===== config.mk =====
export PLATFORM = sky130hd
export DESIGN_NAME = wg_filter
export DESIGN_NICKNAME = d
export VERILOG_FILES = /design/src/rtl/wg_pkg.sv /design/src/rtl/wg_addr_class.sv /design/src/rtl/wg_ctrl_reg.sv /design/src/rtl/wg_gate.sv /design/src/rtl/wg_filter.sv
export SDC_FILE = /design/constraint.sdc
export NUM_CORES = 1
export LEC_CHECK = 0
export ABC_CLOCK_PERIOD_IN_PS = 2620
export BUFFER_PORTS_ARGS = -buffer_cell sky130_fd_sc_hd__buf_2
export CORE_MARGIN = 2
export CORE_UTILIZATION = 36
export DETAILED_ROUTE_END_ITERATION = 10
export PLACE_DENSITY = 0.85
export SLEW_MARGIN = 40
export SYNTH_ARGS = -nofsm -noshare
export SYNTH_HDL_FRONTEND = slang
export SYNTH_SLANG_ARGS = --single-unit

===== constraint.sdc =====
create_clock -name clk -period 2.62 [get_ports clk]
set_clock_uncertainty 0.1 [all_clocks]
set_input_delay 0 -clock clk [delete_from_list [all_inputs] [get_ports clk]]
set_output_delay 0 -clock clk [all_outputs]
set_load 0.01 [all_outputs]

===== src/rtl/wg_pkg.sv =====
package wg_pkg;

    typedef enum logic [1:0] {
        GRP_NONE = 2'd0,
        GRP_PORT = 2'd1,
        GRP_INTR = 2'd2,
        GRP_CLK  = 2'd3
    } wg_grp_e;

    typedef struct packed {
        logic    ctrl_hit;
        logic    pdata_hit;
        wg_grp_e grp;
    } wg_class_t;

    localparam int unsigned GUARD_W   = 8;
    localparam int unsigned BIT_PORT  = 2;
    localparam int unsigned BIT_INTR  = 1;
    localparam int unsigned BIT_CLK   = 0;
    localparam logic [GUARD_W-1:0] GUARD_WMASK = 8'hB7;

endpackage


===== src/rtl/wg_addr_class.sv =====
module wg_addr_class
    import wg_pkg::*;
#(
    parameter int unsigned ADDR_W   = 20,
    parameter int unsigned N_RANGES = 2,
    parameter logic [ADDR_W-1:0] CTRL_ADDR = 20'hF0078,
    parameter logic [N_RANGES*ADDR_W-1:0] PDATA_LO = {20'hF0050, 20'hF0000},
    parameter logic [N_RANGES*ADDR_W-1:0] PDATA_HI = {20'hF005F, 20'hF000F},
    parameter logic [N_RANGES*ADDR_W-1:0] PORT_LO  = {20'hF0060, 20'hF0010},
    parameter logic [N_RANGES*ADDR_W-1:0] PORT_HI  = {20'hF006F, 20'hF003F},
    parameter logic [N_RANGES*ADDR_W-1:0] INTR_LO  = {20'hF0040, 20'hF00E0},
    parameter logic [N_RANGES*ADDR_W-1:0] INTR_HI  = {20'hF004F, 20'hF00FF},
    parameter logic [N_RANGES*ADDR_W-1:0] CLK_LO   = {20'hF0080, 20'hF00A0},
    parameter logic [N_RANGES*ADDR_W-1:0] CLK_HI   = {20'hF008F, 20'hF00AF}
) (
    input  logic              clk,
    input  logic              rst_n,
    input  logic [ADDR_W-1:0] addr,
    output wg_class_t         cls
);

    localparam int unsigned N_SETS = 4;
    localparam int unsigned SET_PDATA = 0;
    localparam int unsigned SET_PORT  = 1;
    localparam int unsigned SET_INTR  = 2;
    localparam int unsigned SET_CLK   = 3;

    logic [N_RANGES-1:0] hit_v [N_SETS];
    logic [N_SETS-1:0]   set_hit;

    for (genvar r = 0; r < N_RANGES; r++) begin : g_range
        assign hit_v[SET_PDATA][r] = (addr >= PDATA_LO[r*ADDR_W +: ADDR_W]) &&
                                     (addr <= PDATA_HI[r*ADDR_W +: ADDR_W]);
        assign hit_v[SET_PORT][r]  = (addr >= PORT_LO[r*ADDR_W +: ADDR_W]) &&
                                     (addr <= PORT_HI[r*ADDR_W +: ADDR_W]);
        assign hit_v[SET_INTR][r]  = (addr >= INTR_LO[r*ADDR_W +: ADDR_W]) &&
                                     (addr <= INTR_HI[r*ADDR_W +: ADDR_W]);
        assign hit_v[SET_CLK][r]   = (addr >= CLK_LO[r*ADDR_W +: ADDR_W]) &&
                                     (addr <= CLK_HI[r*ADDR_W +: ADDR_W]);
    end

    for (genvar s = 0; s < N_SETS; s++) begin : g_set
        assign set_hit[s] = |hit_v[s];
    end

    // Priority: guard register, port data exemption, then the three groups.
    always_comb begin
        cls           = '0;
        cls.grp       = GRP_NONE;
        cls.ctrl_hit  = (addr == CTRL_ADDR);
        cls.pdata_hit = !cls.ctrl_hit && set_hit[SET_PDATA];
        if (!cls.ctrl_hit && !cls.pdata_hit) begin
            if (set_hit[SET_PORT])      cls.grp = GRP_PORT;
            else if (set_hit[SET_INTR]) cls.grp = GRP_INTR;
            else if (set_hit[SET_CLK])  cls.grp = GRP_CLK;
        end
    end

    // groups must not overlap, so an address maps to at most one group
    assert_ranges_disjoint_R8: assert property (@(posedge clk) disable iff (!rst_n)
        $onehot0(set_hit));

    // the guard register address is never classified into a guarded group
    assert_ctrl_unguarded_R3: assert property (@(posedge clk) disable iff (!rst_n)
        (addr == CTRL_ADDR) |-> (cls.grp == GRP_NONE));

endmodule


===== src/rtl/wg_ctrl_reg.sv =====
module wg_ctrl_reg
    import wg_pkg::*;
(
    input  logic               clk,
    input  logic               rst_n,
    input  logic               wr_en,
    input  logic [GUARD_W-1:0] wr_data,
    output logic [GUARD_W-1:0] ctrl_q
);

    typedef struct packed {
        logic [GUARD_W-1:0] ctrl;
    } state_t;

    state_t st_d, st_q;

    always_comb begin
        st_d = st_q;
        if (wr_en) begin
            st_d.ctrl = wr_data & GUARD_WMASK;
        end
    end

    always_ff @(posedge clk or negedge rst_n) begin
        if (!rst_n) st_q <= '0;
        else        st_q <= st_d;
    end

    assign ctrl_q = st_q.ctrl;

    // reset leaves every guard disarmed
    assert_reset_clear_R1: assert property (@(posedge clk)
        !rst_n |=> (ctrl_q == 8'h00));

    // a write to the guard register always lands on the guard bits
    assert_ctrl_write_R3: assert property (@(posedge clk) disable iff (!rst_n)
        wr_en |=> (ctrl_q[2:0] == $past(wr_data[2:0])));

    // without a write the register holds its value
    assert_ctrl_hold_R2: assert property (@(posedge clk) disable iff (!rst_n)
        !wr_en |=> $stable(ctrl_q));

endmodule


===== src/rtl/wg_gate.sv =====
module wg_gate
    import wg_pkg::*;
(
    input  logic      clk,
    input  logic      rst_n,
    input  wg_class_t cls,
    input  logic [2:0] guard_en,
    input  logic      cpu_we,
    input  logic      cpu_re,
    output logic      per_we,
    output logic      per_re,
    output logic      viol,
    output logic      ctrl_we
);

    typedef struct packed {
        logic armed;
        logic blocked;
        logic per_we;
        logic per_re;
        logic ctrl_we;
    } gate_t;

    gate_t g_d;

    always_comb begin
        g_d = '0;
        unique case (cls.grp)
            GRP_PORT: g_d.armed = guard_en[BIT_PORT];
            GRP_INTR: g_d.armed = guard_en[BIT_INTR];
            GRP_CLK:  g_d.armed = guard_en[BIT_CLK];
            default:  g_d.armed = 1'b0;
        endcase
        g_d.blocked = cpu_we && g_d.armed;
        g_d.ctrl_we = cpu_we && cls.ctrl_hit;
        g_d.per_we  = cpu_we && !cls.ctrl_hit && !g_d.blocked;
        g_d.per_re  = cpu_re && !cls.ctrl_hit;
    end

    assign per_we  = g_d.per_we;
    assign per_re  = g_d.per_re;
    assign viol    = g_d.blocked;
    assign ctrl_we = g_d.ctrl_we;

    // a violation never coincides with a forwarded write
    assert_viol_excl_R9: assert property (@(posedge clk) disable iff (!rst_n)
        viol |-> (!per_we && cpu_we));

    // port data writes are never stopped
    assert_pdata_pass_R5: assert property (@(posedge clk) disable iff (!rst_n)
        (cpu_we && cls.pdata_hit) |-> per_we);

    // reads outside the guard register are always forwarded
    assert_read_pass_R10: assert property (@(posedge clk) disable iff (!rst_n)
        (cpu_re && !cls.ctrl_hit) |-> per_re);

endmodule


===== src/rtl/wg_filter.sv =====
module wg_filter
    import wg_pkg::*;
#(
    parameter int unsigned ADDR_W   = 20,
    parameter int unsigned N_RANGES = 2,
    parameter logic [ADDR_W-1:0] CTRL_ADDR = 20'hF0078,
    parameter logic [N_RANGES*ADDR_W-1:0] PDATA_LO = {20'hF0050, 20'hF0000},
    parameter logic [N_RANGES*ADDR_W-1:0] PDATA_HI = {20'hF005F, 20'hF000F},
    parameter logic [N_RANGES*ADDR_W-1:0] PORT_LO  = {20'hF0060, 20'hF0010},
    parameter logic [N_RANGES*ADDR_W-1:0] PORT_HI  = {20'hF006F, 20'hF003F},
    parameter logic [N_RANGES*ADDR_W-1:0] INTR_LO  = {20'hF0040, 20'hF00E0},
    parameter logic [N_RANGES*ADDR_W-1:0] INTR_HI  = {20'hF004F, 20'hF00FF},
    parameter logic [N_RANGES*ADDR_W-1:0] CLK_LO   = {20'hF0080, 20'hF00A0},
    parameter logic [N_RANGES*ADDR_W-1:0] CLK_HI   = {20'hF008F, 20'hF00AF}
) (
    input  logic              clk,
    input  logic              rst_n,
    input  logic [ADDR_W-1:0] cpu_addr,
    input  logic [7:0]        cpu_wdata,
    input  logic              cpu_we,
    input  logic              cpu_re,
    output logic [7:0]        cpu_rdata,
    output logic [ADDR_W-1:0] per_addr,
    output logic [7:0]        per_wdata,
    output logic              per_we,
    output logic              per_re,
    input  logic [7:0]        per_rdata,
    output logic              guard_viol
);

    wg_class_t          cls;
    logic               ctrl_we;
    logic [GUARD_W-1:0] ctrl_q;

    wg_addr_class #(
        .ADDR_W   (ADDR_W),
        .N_RANGES (N_RANGES),
        .CTRL_ADDR(CTRL_ADDR),
        .PDATA_LO (PDATA_LO),
        .PDATA_HI (PDATA_HI),
        .PORT_LO  (PORT_LO),
        .PORT_HI  (PORT_HI),
        .INTR_LO  (INTR_LO),
        .INTR_HI  (INTR_HI),
        .CLK_LO   (CLK_LO),
        .CLK_HI   (CLK_HI)
    ) u_class (
        .clk  (clk),
        .rst_n(rst_n),
        .addr (cpu_addr),
        .cls  (cls)
    );

    wg_gate u_gate (
        .clk     (clk),
        .rst_n   (rst_n),
        .cls     (cls),
        .guard_en(ctrl_q[2:0]),
        .cpu_we  (cpu_we),
        .cpu_re  (cpu_re),
        .per_we  (per_we),
        .per_re  (per_re),
        .viol    (guard_viol),
        .ctrl_we (ctrl_we)
    );

    wg_ctrl_reg u_ctrl (
        .clk    (clk),
        .rst_n  (rst_n),
        .wr_en  (ctrl_we),
        .wr_data(cpu_wdata),
        .ctrl_q (ctrl_q)
    );

    assign per_addr  = cpu_addr;
    assign per_wdata = cpu_wdata;
    assign cpu_rdata = cls.ctrl_hit ? ctrl_q : per_rdata;

    // accesses to the guard register stay off the peripheral bus
    assert_ctrl_local_R2: assert property (@(posedge clk) disable iff (!rst_n)
        (cpu_addr == CTRL_ADDR) |-> (!per_we && !per_re && !guard_viol));

    // a write with all three guard bits clear is never blocked
    assert_upper_bits_inert_R12: assert property (@(posedge clk) disable iff (!rst_n)
        (cpu_we && ctrl_q[2:0] == 3'b000 && cpu_addr != CTRL_ADDR) |-> per_we);

endmodule


[Yosys cells after proc, flatten, opt, wreduce, memory -nomap -nowiden]
Cells that the tools add are included.
Operators by class
  add/subtract/negate cells: 0
  multipliers: 0
  div/mod/pow operators: 0
  magnitude comparators: 16
  eq/ne operators: 4
  shift operators: 0
  multiplexer cells: 6
  bitwise gates (word level): 0
  reduce and logical (&&, ||, !) cells: 22
Operators by type and width (count)
  20-bit greater-or-equal comparator, second input constant: 8
  20-bit less-or-equal comparator, second input constant: 8
  20-bit == test, second input constant: 1
  1-bit logical AND: 15
  2-bit two-way mux: 4
  8-bit two-way mux: 1
  2-bit OR reduction: 4
  2-bit == test, second input constant: 2
  1-bit zero test: 3
  1-bit one-hot mux with 3 select lines: 1
  2-bit by 1-bit == test with 1-bit output, second input constant: 1
Storage, ports and cells
  register bits: 6
  bits in latches: 0
  bits in writable memories: 0
  ROM bits: 0
  bits of input ports: 40
  word-level logic and storage cells: 49
  memories kept: 0

[Longest topological paths before layout]
  depth in word-level cells: 12
  depth in mapped cells: 5
  gate-level depth less buffers: 4

[Hierarchy]
From an unflattened synthesis, not the netlist that was laid out.
Unflattened totals
  cells, all modules: 83
  area total of the unflattened synthesis: 807.0 sq um
Modules (own cells, without submodules)
  wg_filter: instances 1, cells each 37, area each 341.6 sq um
  wg_ctrl_reg: instances 1, cells each 16, area each 270.3 sq um
  wg_addr_class: instances 1, cells each 20, area each 128.9 sq um
  wg_gate: instances 1, cells each 10, area each 66.3 sq um

[Worst setup path after synthesis]
Ideal clock, no wire load.
  kind: in2reg
  start point: in cpu_addr[10]
  end point: reg u_ctrl.st_q, in the netlist u_ctrl.ctrl_q[0]
  arrival time: 1081 ps
  data required time: 2395 ps
  path slack: 1314 ps
  cell stages on the path: 4
  path buffers: 0
  cells stage by stage: nor4_1 -> nand3_1 -> nor3_4 -> mux2_2
Between the ends
  word-level cells in the longest chain between the ends: 2
Ends and longest elaborated chain
  start, declared: RTL line wg_filter.sv:18  | input logic [ADDR_W-1:0] cpu_addr,
  20-bit == test: RTL line wg_addr_class.sv:50  | cls.ctrl_hit = (addr == CTRL_ADDR);
  1-bit logical AND: RTL line wg_gate.sv:35  | g_d.ctrl_we = cpu_we && cls.ctrl_hit;
  end signal, assigned: RTL line wg_ctrl_reg.sv:26  | else st_q <= st_d;
  end, declared: RTL line wg_ctrl_reg.sv:15  | state_t st_d, st_q;
No other way between the ends.
A chain may end at the register's enable or synchronous reset.

[Worst setup path in the final report]
  start point: reg u_ctrl.st_q, in the netlist u_ctrl.ctrl_q[1]
  end point: out guard_viol
Between the ends
  word-level cells in the longest chain between the ends: 2
Ends and longest elaborated chain
  1-bit one-hot mux with 3 select lines: RTL line wg_gate.sv:28  | unique case (cls.grp)
  1-bit logical AND: RTL line wg_gate.sv:34  | g_d.blocked = cpu_we && g_d.armed;
  end, declared: RTL line wg_filter.sv:28  | output logic guard_viol
No other way between the ends.

==> results.md <==
- Initial antenna violation count: 0
- Starting density of the core: 39.3%
- CP max FO: 3
- Rows: 15
- Flops & latches, synth: 6
- Clk_lat worst skew: 0.25 ns
- Share of cells above drive strength 1: 68.9%
- Gate count after technology mapping: 74
- Port Buffers: 74
- Final Hold Slack: 0.0273 ns
- Cell area after synthesis: 693 sq um
- Fin crit period: 1.63 ns
- First-pass GRT wire length: 2450 um
- Area contributors post-synth: buf_4, dfrtp_1, mux2_2
- N_diodes: 0
- Area Growth Syn to Fin: 43.9%
- Die Y: 47.9 um
- Yosys warns: 0
- Area leader, netlist: buf_4
- Max-Slew Margin vs Limit: 77.8%
- Period utilization: 62.2%
- CTS buffer count: 3
- Hold Path Class: in2async
- Final setup fails: 0
- Post-CTS Resized: 0
- Total grt overflow: 0
- Fillcell total: 176
- Primary FF master, synth: dfrtp_1
- Sequential fraction of the synthesis area: 21.7%
- Ports: 79
- H-tree depth: 1
- Vias/cell: 4.60
- Slew Viols, Final: 0
- # clock sinks: 6
- Util after Layout: 56.5%
- Final Wtd Congestion: 0.707
- WS Path Type: reg2out
- Final Hold Vio Count: 0
- RSZ-0062 raised after global routing: false
- DR vias: 722
- Total GRT Usage: 15.1%
- DR pass1 iterations: 4
- Initial drt markers: 5
- Largest net degree at the start of global routing: 12
- Status: completed
- Die W: 47.9 um
- Worst-path clk slew: 0.04 ns
- Setup_tns: 0 ns
- Die Area: 0.00229 sq mm
- EDFF count, synth: 0
- Worst-Margin Slew: 0.333 ns
- Share of the synthesized area in the top cell type: 31.4%
- Cell types with the highest counts after synthesis: buf_4, mux2_2, dfrtp_1
- Drt drc: 0
- # Max-Cap Violations: 0
- Async S/R FF share, synth: 100%
- Cell area power density: 288 mW/mm^2
- CP startpoint kind: flip-flop
- Number of global-route vias before repair: 625
- Syn nets: 114
- Final WL: 1840 um
- WL/cell: 11.7 um
- Max reg flops: 6
- Synth Area per Inst: 9.37 sq um
- WP data required: 2.52 ns
- Count leader, synth: buf_4
- Yosys cell types: 22
- CTS tree: done
- Setup crit end kind: output pin
- CTS root buf: clkbuf_4
- Pleak: 0.000552 uW
- Peak supply drop: 0.000233 V
- Clk buf depth: 2
- Routed Antenna Nets: 0
- Core area: 0.00176 sq mm
- Maximum clock frequency: 614 MHz
- Layout Nets: 174
- Crit path DAT: 1.53 ns
- DP Wirelength: 1480 um
worst paths after layout:
path | cells past startpoint | end | from | slack (ns)
setup / recovery | 5 | guard_viol | u_ctrl.ctrl_q[1] | 0.99
hold reg to reg | 1 | u_ctrl.ctrl_q[7] | u_ctrl.ctrl_q[7] | 0.41
min in group clk | 2 | per_addr[16] | cpu_addr[16] | 0.10
hold / removal | 2 | u_ctrl.ctrl_q[1] | rst_n | 0.03
max in group asynchronous | 2 | u_ctrl.ctrl_q[4] | rst_n | 2.25
setup reg to reg | 1 | u_ctrl.ctrl_q[2] | u_ctrl.ctrl_q[2] | 1.73
layout make-up:
type | instances | area, sq um | share of cell area [%]
Timing Repair Buffer | 84 | 468 | 46.9
Multi-Input combinational cell | 38 | 322 | 32.2
Sequential cell | 6 | 150 | 15.1
Tap cell | 25 | 31.3 | 3.14
Clock buffer | 3 | 22.5 | 2.26
Inverter | 1 | 3.75 | 0.376
critical path: stages (launching register included):
cell,delay (ns)
dfrtp_1,0.36
and2_1,0.13
a31oi_1,0.08
a2111o_1,0.43
nor3_1,0.13
buf_2,0.15
where the power goes:
group / switching [uW] / internal, uW / leakage [uW]
registers: 0.00156 / 93.0 / 0.0000839
clock network: 35.5 / 51.9 / 0.0000138
logic: 49.7 / 57.1 / 0.000454
total: 85.2 / 202 / 0.000552
logic make-up after synthesis:
logic type / after synthesis / synth area share, %
XOR/XNOR: 1 / 1.26
AO/OA/AOI/OAI: 4 / 4.69
buffers and inverters: 30 / 31.9
AND/OR/NAND/NOR: 21 / 20.9
multiplexers: 12 / 19.5
flip-flops: 6 / 21.7
per-stage QoR:
step | worst slack [ns] | cells | power [uW] | instance area [sq um]
floorplan | 1.31 | 74 | 158 | 693
global placement | 1.00 | 145 | 188 | 885
detailed placement | 1.00 | 145 | 190 | 885
CTS | 0.972 | 157 | 290 | 997
global route | 0.910 | 157 | 300 | 997
finish | 0.990 | 157 | 287 | 997
timing repair:
| item | 4_1_cts | 5_1_grt |
|---|---|---|
| hold buffers | 9 | 0 |
| endpoints found under the hold margin | 14 | 0 |
| buffers inserted | 0 | 0 |
per-layer routing:
layer	GRT usage, %	part of all wire (%)
met1	13.9	35
met2	30.1	51
met3	4.15	13
met4	6.49	1.1
met5	0	0
cells in the final DEF (no fill, tap or decap), drive strengths merged, types with 2 or more instances in the layout:
master,synthesis,layout
clkbuf,0,3
nand2b,3,3
buf,29,75
nor2b,4,4
mux2,12,12
nor4,2,2
dfrtp,6,6
nor3,3,3
dlygate4sd3,0,9
nor3b,2,2
(Power assumes the default switching activity.)
